**src/rtl/tpg_pkg.sv**
```systemverilog
package tpg_pkg;

    localparam int CHAR_W   = 10;
    localparam int N_WORDS  = 8;
    localparam int HOLD_W   = 3;
    localparam int LFSR_W   = 31;
    localparam int CLKPAT_W = 40;

    typedef enum logic [2:0] {
        SRC_ZERO  = 3'b000,
        SRC_LINK  = 3'b001,
        SRC_LFSR  = 3'b010,
        SRC_SHIFT = 3'b100
    } src_e;

    typedef enum logic [1:0] {
        POLY_11 = 2'd0,
        POLY_15 = 2'd1,
        POLY_7  = 2'd2,
        POLY_31 = 2'd3
    } poly_e;

    typedef enum logic [1:0] {
        WID_IDLE = 2'd0,
        WID_8    = 2'd1,
        WID_1    = 2'd2,
        WID_10   = 2'd3
    } width_e;

    typedef struct packed {
        logic [LFSR_W-1:0] state;
        logic [CHAR_W-1:0] bits;
    } lfsr_res_t;

    function automatic int poly_deg(poly_e p);
        case (p)
            POLY_11: return 11;
            POLY_15: return 15;
            POLY_7:  return 7;
            default: return 31;
        endcase
    endfunction

    function automatic int poly_tap(poly_e p);
        case (p)
            POLY_11: return 9;
            POLY_15: return 14;
            POLY_7:  return 6;
            default: return 28;
        endcase
    endfunction

    function automatic logic [LFSR_W-1:0] poly_mask(poly_e p);
        case (p)
            POLY_11: return 31'h0000_07FF;
            POLY_15: return 31'h0000_7FFF;
            POLY_7:  return 31'h0000_007F;
            default: return 31'h7FFF_FFFF;
        endcase
    endfunction

    function automatic int width_bits(width_e w);
        case (w)
            WID_8:   return 8;
            WID_1:   return 1;
            WID_10:  return 10;
            default: return 0;
        endcase
    endfunction

    // Advance the register n steps; bit i of the result is the i-th new bit.
    function automatic lfsr_res_t lfsr_run(logic [LFSR_W-1:0] s, poly_e p, int n);
        lfsr_res_t r;
        logic      fb;
        int        hi;
        int        lo;
        hi      = poly_deg(p);
        lo      = poly_tap(p);
        r.state = s;
        r.bits  = '0;
        for (int i = 0; i < CHAR_W; i++) begin
            if (i < n) begin
                fb        = r.state[hi-1] ^ r.state[lo-1];
                r.state   = {r.state[LFSR_W-2:0], fb} & poly_mask(p);
                r.bits[i] = fb;
            end
        end
        return r;
    endfunction

endpackage

```
**src/rtl/tpg_lfsr.sv**
```systemverilog
module tpg_lfsr
    import tpg_pkg::*;
#(
    parameter int W  = CHAR_W,
    parameter int SW = LFSR_W
) (
    input  logic         clk,
    input  logic         rst,
    input  logic         en,
    input  logic [1:0]   poly,
    input  logic [1:0]   width,
    output logic [W-1:0] char_o
);
    localparam logic [SW-1:0] SEED = '1;

    logic [SW-1:0] state_q;
    lfsr_res_t     res;

    always_comb begin
        res = lfsr_run(state_q, poly_e'(poly), width_bits(width_e'(width)));
    end

    assign char_o = en ? res.bits : '0;

    always_ff @(posedge clk) begin
        if (rst || !en) begin
            state_q <= SEED;
        end else begin
            state_q <= res.state;
        end
    end

    AST_LFSR_LIVE: assert property (@(posedge clk) disable iff (rst)
        en |-> (state_q & poly_mask(poly_e'(poly))) != '0) else $error("lfsr lockup");

endmodule

```
**src/rtl/tpg_shift.sv**
```systemverilog
module tpg_shift
    import tpg_pkg::*;
#(
    parameter int W  = CHAR_W,
    parameter int NW = N_WORDS,
    parameter int HW = HOLD_W
) (
    input  logic            clk,
    input  logic            rst,
    input  logic            en,
    input  logic [HW-1:0]   hold,
    input  logic [NW*W-1:0] words,
    output logic [W-1:0]    char_o
);
    localparam int IDX_W = (NW > 1) ? $clog2(NW) : 1;
    localparam logic [IDX_W-1:0] LAST = IDX_W'(NW - 1);

    logic [W-1:0]     word_a [NW];
    logic [IDX_W-1:0] idx_q;
    logic [HW-1:0]    cnt_q;

    for (genvar g = 0; g < NW; g++) begin : g_word
        assign word_a[g] = words[g*W +: W];
    end

    assign char_o = en ? word_a[idx_q] : '0;

    always_ff @(posedge clk) begin
        if (rst || !en) begin
            idx_q <= '0;
            cnt_q <= '0;
        end else if (cnt_q >= hold) begin
            cnt_q <= '0;
            idx_q <= (idx_q == LAST) ? '0 : idx_q + 1'b1;
        end else begin
            cnt_q <= cnt_q + 1'b1;
        end
    end

    AST_SHIFT_HOLD: assert property (@(posedge clk) disable iff (rst)
        en && $past(en) && $past(cnt_q) < $past(hold) |-> $stable(idx_q)) else $error("word moved early");

endmodule

```
**src/rtl/tpg_clkpat.sv**
```systemverilog
module tpg_clkpat
    import tpg_pkg::*;
#(
    parameter int W  = CHAR_W,
    parameter int PW = CLKPAT_W
) (
    input  logic          clk,
    input  logic          rst,
    input  logic          load,
    input  logic          shift,
    input  logic [PW-1:0] data,
    output logic [W-1:0]  char_o
);
    logic [PW-1:0] pat_q;

    always_ff @(posedge clk) begin
        if (rst) begin
            pat_q <= '0;
        end else if (load) begin
            pat_q <= data;
        end else if (shift) begin
            pat_q <= {pat_q[W-1:0], pat_q[PW-1:W]};
        end
    end

    assign char_o = pat_q[W-1:0];

    AST_CLK_ROT: assert property (@(posedge clk) disable iff (rst)
        !load && shift |=> char_o == $past(pat_q[2*W-1:W])) else $error("clock rotate");

endmodule

```
**src/rtl/tmds_tpg.sv**
```systemverilog
module tmds_tpg
    import tpg_pkg::*;
(
    input  logic                     clk,
    input  logic                     rst,
    input  logic [2:0]               src_sel,
    input  logic                     lfsr_en,
    input  logic [1:0]               lfsr_poly,
    input  logic [1:0]               lfsr_width,
    input  logic                     shift_en,
    input  logic [HOLD_W-1:0]        shift_hold,
    input  logic [N_WORDS*CHAR_W-1:0] shift_words,
    input  logic                     clkpat_load,
    input  logic                     clkpat_shift,
    input  logic [CLKPAT_W-1:0]      clkpat_data,
    input  logic [CHAR_W-1:0]        tmds_i,
    output logic [CHAR_W-1:0]        tmds_o,
    output logic [CHAR_W-1:0]        clk_char_o
);
    logic [CHAR_W-1:0] lfsr_char;
    logic [CHAR_W-1:0] shift_char;
    logic [CHAR_W-1:0] mux_char;

    tpg_lfsr #(.W(CHAR_W), .SW(LFSR_W)) u_lfsr (
        .clk    (clk),
        .rst    (rst),
        .en     (lfsr_en),
        .poly   (lfsr_poly),
        .width  (lfsr_width),
        .char_o (lfsr_char)
    );

    tpg_shift #(.W(CHAR_W), .NW(N_WORDS), .HW(HOLD_W)) u_shift (
        .clk    (clk),
        .rst    (rst),
        .en     (shift_en),
        .hold   (shift_hold),
        .words  (shift_words),
        .char_o (shift_char)
    );

    tpg_clkpat #(.W(CHAR_W), .PW(CLKPAT_W)) u_clkpat (
        .clk    (clk),
        .rst    (rst),
        .load   (clkpat_load),
        .shift  (clkpat_shift),
        .data   (clkpat_data),
        .char_o (clk_char_o)
    );

    always_comb begin
        case (src_sel)
            SRC_LINK:  mux_char = tmds_i;
            SRC_LFSR:  mux_char = lfsr_char;
            SRC_SHIFT: mux_char = shift_char;
            default:   mux_char = '0;
        endcase
    end

    always_ff @(posedge clk) begin
        if (rst) begin
            tmds_o <= '0;
        end else begin
            tmds_o <= mux_char;
        end
    end

    AST_UNLISTED_ZERO: assert property (@(posedge clk) disable iff (rst)
        !(src_sel inside {3'b001, 3'b010, 3'b100}) |=> tmds_o == '0) else $error("unlisted sel");
    AST_PASS_DELAY: assert property (@(posedge clk) disable iff (rst)
        src_sel == 3'b001 |=> tmds_o == $past(tmds_i)) else $error("pass delay");
    AST_NARROW_8: assert property (@(posedge clk) disable iff (rst)
        src_sel == 3'b010 && lfsr_width == 2'd1 |=> tmds_o[9:8] == 2'b00) else $error("width 8");
    AST_NARROW_1: assert property (@(posedge clk) disable iff (rst)
        src_sel == 3'b010 && lfsr_width == 2'd2 |=> tmds_o[9:1] == '0) else $error("width 1");
    AST_IDLE_ZERO: assert property (@(posedge clk) disable iff (rst)
        src_sel == 3'b010 && (lfsr_width == 2'd0 || !lfsr_en) |=> tmds_o == '0) else $error("idle");

endmodule

```
**config.mk**
```make
export PLATFORM = sky130hd
export DESIGN_NAME = tmds_tpg
export DESIGN_NICKNAME = d
export VERILOG_FILES = /design/src/rtl/tpg_pkg.sv /design/src/rtl/tpg_lfsr.sv /design/src/rtl/tpg_shift.sv /design/src/rtl/tpg_clkpat.sv /design/src/rtl/tmds_tpg.sv
export SDC_FILE = /design/constraint.sdc
export NUM_CORES = 1
export LEC_CHECK = 0
export BUFFER_PORTS_ARGS = -buffer_cell sky130_fd_sc_hd__buf_2
export CAP_MARGIN = 40
export CORE_ASPECT_RATIO = 1.25
export CORE_UTILIZATION = 55
export DETAILED_ROUTE_END_ITERATION = 6
export PLACE_DENSITY = 0.79
export SLEW_MARGIN = 40
export SYNTH_ARGS = -nofsm -noshare
export SYNTH_HDL_FRONTEND = slang
export SYNTH_SLANG_ARGS = --single-unit
```
**constraint.sdc**
```tcl
create_clock -name clk -period 12.75 [get_ports clk]
set_input_delay 0.6375 -clock clk [delete_from_list [all_inputs] [get_ports clk]]
set_output_delay 0.6375 -clock clk [all_outputs]
set_load 0.005 [all_outputs]
```
==> out/results.tsv, run 1 <==
metric	value	unit
internal_power	575.0	uW
violations	DRC	
power_frac_comb	0.400	
path_clk_slew	0.07	ns
report.final.slew_viol_count	0	
cts_resized	0	
cts_setup_buffers	0	
clkPwrFrac	0.278	
fillers	1527	
grt_pass1_vias	10026	
io_buffer_count	165	
min_period	7.220	ns
num_rows	52	
die_w	117.5	um
htree_levels	3	
synth.ff_latch_count	87	
multi_input_area	6783	sq um
ff_latch_area	1743	sq um
drtIter0Drc	1651	
power_switching	395.3	uW
dieHeight	146.4	um
design_area	10160	sq um
status	finished with violations	
synth_cell_type_count	101	
top_usage_layer	met2	
grt_pass1_wl	55.03	mm
vias	10791	
met1_usage	0.4607	
crit_type	in2reg	
cts.sinks	87	
antenna_found_initial	1	
worstPathRequired	12.99	ns
drive_gt1_frac	0.2152	
final_cells	1531	
setup_tns	0	ns
p_leak	4.090	nW
overflow	0	
skew	0.01456	ns
fin_crit_sh	0.5663	
use_met3	0.1090	
grt_max_degree	81	
clock.fmax	0.1385	GHz
dp_worst_setup_slack	5.400	ns
rsz0062_at_grt	no	
initial_core_util	0.5640	
root_buffer	clkbuf_16	
synthCells	1246	
postRouteAntennaNets	0	
ioPinCount	166	
grt_use_met2	0.6621	
syn_to_final_growth	10.77	%
synth_nets	1404	
cts_tree	done	
routed_wl	35.87	mm
seq_power_share	0.322	
fin_util	0.6248	
core-area	16270	sq um
die_area	17200	sq um
viasPerCell	7.048	
netlist_area	9174	sq um
grt_use_total	0.4097	
relSlewSlack	0.4060	
cp_data_arrival_time	7.46	ns
cts.path.max_buffers	2	
dp_cells	1515	
tightestPinTransition	0.8910	ns
dp_hpwl	25.18	mm
place_congestion	1.011	
timing.hold.ws	0.4525	ns
ys.flop_type	dfxtp_1	
clock_latency	0.36	ns
swShare	0.4074	
avgSynthCellArea	7.363	sq um
synth-edff-count	0	
total_power	970.2	uW
drc	7	
critPathCaptureType	register	
ir_drop	0.00006246	V
cap_violations	0	
finalWorstSetupSlack	5.530	ns
critPathLaunchType	input pin	
yosysWarnings	0	
num_antenna_cells	0	
power.density	95.48	nW/um^2
path_max_fanout	20	
detail_route.wl_per_cell	23.43	um
async_flop_share	0	
num-nets-final	1468	
cts_buffers	9	
hold_viol_final	0	
finalSetupViolCount	0	
hold_path.class	reg2reg	
place_area	9849	sq um
synth-seq-area-share	0.1899	
dr.pass1.iters	7	
holdBufCountCts	0	
area by class of cell:
cell class | count | share of cell area
clock buffer | 10 | 0.02352
clock inverter | 6 | 0.006156
inverter | 25 | 0.009234
multi-input combinational | 1003 | 0.6674
sequential | 87 | 0.1715
tap | 216 | 0.02659
timing repair buffer | 184 | 0.09554
per-layer routing:
| metal | up-vias | part of all wire |
|---|---|---|
| li1 | 4787 | - |
| met1 | 4883 | 0.34 |
| met2 | 870 | 0.45 |
| met3 | 249 | 0.12 |
| met4 | 2 | 0.087 |
| met5 | - | 0.00036 |
worst max-delay path, cell delays in order:
cell	delay (ns)
buf_2	0.23
inv_1	0.15
ha_1	0.49
buf_4	0.35
inv_1	0.56
nand3_1	0.33
o2bb2ai_1	0.63
a211oi_1	0.18
nor3_1	0.67
nand2_1	0.11
mux2i_1	0.38
o21ai_0	0.16
a31oi_1	0.24
nand2_1	0.08
nor4_1	0.53
o41ai_2	0.17
o21ai_1	0.35
a21boi_1	0.13
or4_1	0.47
mux2_2	0.28
nand3b_2	0.12
a21o_1	0.13
nand3_1	0.06
cells in the mapped netlist, drive strengths merged (4+ instances only):
cell type | n | area share
nand3 | 30 | 0.016
nor2b | 6 | 0.0041
clkbuf | 85 | 0.035
xnor2 | 5 | 0.0056
a221oi | 21 | 0.021
nor3 | 26 | 0.015
and2 | 11 | 0.0078
o21ai | 62 | 0.034
nand2 | 108 | 0.044
inv | 23 | 0.0094
mux2 | 9 | 0.011
a21oi | 128 | 0.070
and3 | 8 | 0.0055
nand3b | 6 | 0.0053
a22o | 5 | 0.0048
a221o | 6 | 0.0065
a22oi | 15 | 0.013
o311ai | 7 | 0.0075
a21o | 11 | 0.0090
o31ai | 9 | 0.0079
o22ai | 19 | 0.013
ha | 12 | 0.016
nor3b | 6 | 0.0049
mux2i | 70 | 0.077
o21a | 10 | 0.0082
a32oi | 4 | 0.0038
o221ai | 17 | 0.016
nand2b | 19 | 0.013
o22a | 6 | 0.0057
a311oi | 6 | 0.0057
o211ai | 26 | 0.023
nor2 | 187 | 0.077
a31oi | 12 | 0.0082
or3 | 10 | 0.0068
nand4 | 7 | 0.0048
buf | 46 | 0.028
a211oi | 17 | 0.014
or2 | 12 | 0.0082
dfxtp | 87 | 0.19
mux4 | 34 | 0.084
worst paths after layout:
path	slack (ns)	from	to	depth (start not counted)
min	0.45	u_shift.cnt_q[0]	u_shift.cnt_q[0]	1
max reg2reg	6.73	u_lfsr.state_q[18]	tmds_o[9]	20
max	5.53	lfsr_poly[0]	u_lfsr.state_q[0]	23
min reg2reg	0.45	u_shift.cnt_q[0]	u_shift.cnt_q[0]	1
sequential cells by signal, indices dropped and copies added (netlist names):
| signal | flops |
|---|---|
| tmds_o | 10 |
| u_clkpat.pat_q | 40 |
| u_lfsr.state_q | 31 |
| u_shift.cnt_q | 3 |
| u_shift.idx_q | 3 |
placed cells by master (no fill, tap or decap), drive strengths merged, types with 19 or more instances in the layout:
cell / synthesis / final
mux4: 34 / 34
buf: 46 / 184
nand2b: 19 / 19
mux2i: 70 / 70
nand3: 30 / 30
a221oi: 21 / 21
nand2: 108 / 108
a21oi: 128 / 128
dfxtp: 87 / 87
o211ai: 26 / 26
inv: 23 / 26
nor2: 187 / 187
o22ai: 19 / 19
nor3: 26 / 26
o21ai: 62 / 62
power by group through the flow:
| stage | Combinational, mW | Clock, mW | Sequential (mW) |
|---|---|---|---|
| after floorplan | 0.271 | 0 | 0.300 |
| after detailed placement | 0.369 | 0 | 0.316 |
| after global placement | 0.366 | 0 | 0.316 |
| after CTS | 0.371 | 0.271 | 0.310 |
| after global routing | 0.414 | 0.282 | 0.312 |
| final | 0.388 | 0.270 | 0.312 |
cells by family after synthesis:
group                      after synthesis  synth area share
AOI/OAI and AO/OA                      418            0.3111
buffers and inverters                  156           0.07270
DFF                                     87            0.1899
adders and majority gates               12           0.01637
and+or+nand+nor                        452            0.2286
muxes                                  113            0.1721
xor gates and xnor gates                 8          0.009275
Power figures use the tool's default switching activity.
==> run 2: changes to the inputs <==
CORE_UTILIZATION = 52   (was 55)
PLACE_DENSITY = 0.78   (was 0.79)
clock period = 5.95 ns   (was 12.75 ns; I/O delays follow)
==> run 2 against run 1 <==
Net effect:
- clock skew shrank 0.0018 ns
- setup slack worse by 5.2 ns
- clock power rose by 120%
- via count rose by 2.8%
- hold slack got worse by 0.28 ns
- first-iteration DRC count is 2.8% higher
- combinational power is 140% higher
- critical path type unchanged
- highest routed layer unchanged
- non-clock buffer count is 87 higher
- the flow still finishes with violations (DRC)
==> out/results.tsv, run 2 (synthesized netlist as in run 1, its figures left out) <==
metric	value	unit	change
vias	11094		+2.8%
setup_tns	0	ns	unchanged
place_congestion	1.059		+4.8%
num_rows	53		+1.9%
total_power	2.179	mW	+120%
cts.path.max_buffers	2		unchanged
critPathLaunchType	input pin		
holdBufCountCts	0		unchanged
status	finished with violations		
timing.hold.ws	0.1703	ns	-0.2822 ns
clock.fmax	0.1787	GHz	
grt_pass1_wl	55.77	mm	+1.3%
dp_hpwl	28.33	mm	+13%
relSlewSlack	0.4516		+0.04556
htree_levels	3		unchanged
dp_cells	1606		+6.0%
multi_input_area	6785	sq um	about the same
hold_viol_final	0		unchanged
rsz0062_at_grt	no		
overflow	0		unchanged
viasPerCell	6.840		-3.0%
core-area	17040	sq um	+4.8%
die_w	120.8	um	+2.8%
cts_tree	done		
postRouteAntennaNets	0		unchanged
dr.pass1.iters	7		unchanged
io_buffer_count	165		unchanged
die_area	18180	sq um	+5.7%
min_period	5.595	ns	
syn_to_final_growth	18.47	%	
hold_path.class	in2reg		
routed_wl	37.02	mm	+3.2%
hold_depth	3		+2
grt_pass1_vias	10266		+2.4%
p_leak	4.516	nW	+10%
clock_latency	0.36	ns	about the same
report.final.slew_viol_count	0		unchanged
final_cell_mix	185 x nor2_1, 164 x buf_2, 127 x a21oi_1		
grt_use_total	0.4055		-0.004123
reg2reg_depth	21		+5.0%
drtIter0Drc	1698		+2.8%
cts_resized	0		unchanged
initial_core_util	0.5383		-0.02571
regMostFlops	u_clkpat.pat_q		
cap_violations	0		unchanged
final_common_cell	nor2_1		
violations	DRC		
largest_register_ffs	40		unchanged
drc	13		+6
critPathCaptureType	register		
root_buffer	clkbuf_16		
fillers	1565		+2.5%
cts_buffers	9		unchanged
grt_max_degree	81		unchanged
worstPathRequired	6.25	ns	-6.74 ns
num_antenna_cells	0		unchanged
ioPinCount	166		unchanged
num-nets-final	1555		+5.9%
detail_route.wl_per_cell	22.82	um	-2.6%
tightestPinTransition	0.8206	ns	-0.07042 ns
path_clk_slew	0.07	ns	about the same
final_cells	1622		+5.9%
ff_latch_area	1743	sq um	unchanged
cts_setup_buffers	0		unchanged
ir_drop	0.0001494	V	+140%
drive_gt1_frac	0.2625		+0.04727
crit_type	in2reg		
skew	0.01273	ns	-0.001829 ns
cts.sinks	87		unchanged
fin_crit_sh	0.9403		
antenna_found_initial	2		+1
cp_data_arrival_time	5.90	ns	-1.56 ns
power.density	200.5	nW/um^2	+110%
finalSetupViolCount	0		unchanged
reg.largest.list	u_clkpat.pat_q: 40 flops, u_lfsr.state_q: 31 flops, tmds_o: 10 flops		
path_max_fanout	5		-75%
dieHeight	150.5	um	+2.8%
run 2: critical path, stage by stage:
cell	delay, ns
buf_2	0.13
inv_1	0.10
ha_2	0.29
mux4_2	0.53
a22oi_2	0.22
o211ai_4	0.15
nor3b_1	0.17
o31ai_2	0.30
xnor2_1	0.16
buf_4	0.18
o21ai_0	0.23
or2_2	0.17
o21a_1	0.13
a21oi_1	0.08
or4_4	0.53
a311o_1	0.39
o41ai_4	0.39
o21ai_1	0.20
a21oi_1	0.26
o22ai_1	0.10
mux4_2	0.54
nor4_2	0.16
nand3_1	0.10
nand3_1	0.08
run 2: worst paths after layout:
check	from	to	slack [ns]
setup / recovery	lfsr_poly[1]	tmds_o[9]	0.36
hold / removal	clkpat_data[1]	u_clkpat.pat_q[1]	0.17
hold reg to reg	u_shift.cnt_q[0]	u_shift.cnt_q[0]	0.45
setup reg to reg	u_lfsr.state_q[1]	tmds_o[9]	0.36
run 2: layer usage:
| layer | track usage | wire (um) | vias to the layer above |
|---|---|---|---|
| met5 | 0 | 23 | - |
| met4 | 0.3198 | 3474 | 4 |
| met3 | 0.08030 | 3802 | 232 |
| met2 | 0.6667 | 16600 | 823 |
| met1 | 0.4601 | 13120 | 5075 |
| li1 | - | - | 4960 |
run 2: stage by stage:
| stage | cell area [sq um] | setup slack (ns) | utilization |
|---|---|---|---|
| final | 10870 | 0.3553 | 0.6377 |
| after global routing | 10870 | 0.06015 | 0.6377 |
| after CTS | 10860 | 0.2963 | 0.6370 |
| after detailed placement | 10560 | -0.05173 | 0.6196 |
| after global placement | 10560 | 0.01079 | 0.6193 |
| after floorplan | 9174 | 0.3998 | - |
run 2: power breakdown:
part	leakage [nW]	switching (mW)	internal, mW
Sequential	0.717	0.0425	0.615
Combinational	3.66	0.552	0.377
Clock	0.141	0.263	0.330
Total	4.52	0.857	1.32
run 2: area by class of cell:
type                       instances  share of cell area
sequential                        87              0.1604
multi-input combinational       1003              0.6243
clock buffer                      11             0.02141
clock inverter                     5            0.005872
tap                              220             0.02533
timing repair buffer             271              0.1540
inverter                          25            0.008635
==> run 3: changes to the inputs <==
CORE_UTILIZATION = 53   (was 52)
CTS_BUF_LIST = sky130_fd_sc_hd__clkbuf_4   (was not set)
PLACE_DENSITY = 0.79   (was 0.78)
==> run 3 against run 2 <==
Net effect:
- the flow still finishes with violations (DRC)
- largest power group unchanged
- sequential share of layout area up 0.21 points
- non-clock buffer count down 5
- sequential power about the same
- global-route usage up 2.7 points
- register-to-register slack worse by 0.13 ns
==> out/results.tsv, run 3 (synthesized netlist as in run 1, its figures left out) <==
metric	value	unit	change
path_clk_slew	0.17	ns	+0.10 ns
dp_cells	1597		-0.56%
ff_latch_area	1743	sq um	unchanged
final_cell_mix	185 x nor2_1, 163 x buf_2, 127 x a21oi_1		
num_rows	53		unchanged
critPathCaptureType	register		
power.density	181.0	nW/um^2	-9.7%
report.final.slew_viol_count	0		unchanged
core-area	16840	sq um	-1.2%
postRouteAntennaNets	0		unchanged
dp_hpwl	29.07	mm	+2.6%
cts_setup_buffers	0		unchanged
final_cells	1622		unchanged
cts_tree	done		
overflow	0		unchanged
place_congestion	1.170		+10%
grt_max_degree	81		unchanged
syn_to_final_growth	16.95	%	
routed_wl	38.38	mm	+3.7%
drc	1		-12
finalSetupViolCount	0		unchanged
ioPinCount	166		unchanged
cap_violations	0		unchanged
setup_tns	0	ns	unchanged
largest_register_ffs	40		unchanged
dr.pass1.iters	7		unchanged
critPathLaunchType	register		
total_power	1.942	mW	-11%
num-nets-final	1550		-0.32%
fin_crit_sh	0.9620		+0.02176
drive_gt1_frac	0.2613		-0.001208
clock.fmax	0.1747	GHz	-2.3%
crit_start	u_lfsr.state_q[12]		
p_leak	4.437	nW	-1.8%
fillers	1590		+1.6%
design_area	10730	sq um	-1.3%
relSlewSlack	0.4527		+0.001087
htree_levels	3		unchanged
cts.path.max_buffers	2		unchanged
path_max_fanout	5		unchanged
cp_cell_sequence	nand2_1 -> mux4_1 -> a221oi_2 -> o211ai_1 -> o31ai_2 -> xnor2_2 -> o221a_4 -> nor2_4 -> nor3_2 -> a21bo_1 -> or4_4 -> a311o_1 -> o41ai_2 -> o21ai_1 -> a21oi_1 -> o22ai_1 -> mux4_2 -> nor4_2 -> nand3_1 -> nand3_1		
multi_input_area	6797	sq um	+0.17%
cts_buffers	9		unchanged
ir_drop	0.0001019	V	-32%
die_area	17840	sq um	-1.9%
detail_route.wl_per_cell	23.66	um	+3.7%
vias	11164		+0.63%
violations	DRC		
cp_data_arrival_time	6.19	ns	+0.29 ns
tightestPinTransition	0.8190	ns	-0.001544 ns
drtIter0Drc	1448		-15%
reg.largest.list	u_clkpat.pat_q: 40 flops, u_lfsr.state_q: 31 flops, tmds_o: 10 flops		
antenna_found_initial	4		+2
crit_slowest_cell	mux4_1		
final_common_cell	nor2_1		
viasPerCell	6.883		+0.63%
grt_use_total	0.4327		+0.02716
clock_latency	0.51	ns	+0.15 ns
io_buffer_count	165		unchanged
grt_pass1_wl	58.64	mm	+5.1%
status	finished with violations		
slowest_delay	0.55	ns	about the same
hold_viol_final	0		unchanged
crit_type	reg2reg		
initial_core_util	0.5446		+0.006358
cpMostUsedCell	nand3_1		
cts.sinks	87		unchanged
skew	0.02796	ns	+0.01523 ns
root_buffer	clkbuf_4		
grt_pass1_vias	10546		+2.7%
place_area	10520	sq um	-0.33%
hold_path.class	in2reg		
hp-start	clkpat_data[13]		
crit-reg2reg-launch	u_lfsr.state_q[12]		
worstPathRequired	6.42	ns	+0.17 ns
min_period	5.724	ns	+0.1295 ns
dieHeight	149.1	um	-0.93%
die_w	119.7	um	-0.93%
regMostFlops	u_clkpat.pat_q		
## run 3: cell type report
cell class / count / share of cell area
antenna: 5 / 0.001166
clock buffer: 9 / 0.006297
clock inverter: 7 / 0.006181
inverter: 25 / 0.008746
multi-input combinational: 1003 / 0.6335
sequential: 87 / 0.1624
tap: 220 / 0.02566
timing repair buffer: 266 / 0.1560
## run 3: worst max-delay path, delay by kind of cell, from the launching register on
| family | cells | cell delay [ns] |
|---|---|---|
| AND/OR/NAND/NOR | 7 | 1.21 |
| multiplexers | 2 | 1.09 |
| flip-flops | 1 | 0.48 |
| XOR/XNOR | 1 | 0.16 |
| AO/OA/AOI/OAI | 10 | 2.72 |
## run 3: per-stage QoR
stage,worst slack (ns),hold WS [ns],util
4_1_cts,0.3079,0.0009330,0.6345
6_report,0.2258,0.0007505,0.6370
2_1_floorplan,0.3998,0.4173,-
3_3_place_gp,0.09630,0.4285,0.6241
5_1_grt,-0.004007,0.006251,0.6368
3_5_place_dp,0.0005382,0.4333,0.6248
## run 3: worst paths after layout
check                             to  slack, ns  cells past startpoint
setup / recovery           tmds_o[9]       0.23                     20
hold / removal    u_clkpat.pat_q[13]     0.0008                      3
hold reg to reg     u_shift.cnt_q[0]       0.46                      1
setup reg to reg           tmds_o[9]       0.23                     20
## run 3: timing repair
action	4_1_cts	5_1_grt
setup endpoints to repair	0	1
resized for setup	0	1
hold buffers	3	1
hold endpoints to repair	3	1
## run 3: routing by layer
metal,global-route usage,vias up,share of wire
met3,0.09786,250,0.11
met4,0.3731,2,0.10
li1,-,4955,-
met2,0.6936,835,0.44
met5,0,-,0.00096
met1,0.4852,5122,0.35
## run 3: where the power goes
group          internal, mW  switching (mW)  total, mW
logic                 0.376           0.563      0.940
clock network        0.0948           0.251      0.345
registers             0.615          0.0421      0.657
total                  1.09           0.856       1.94
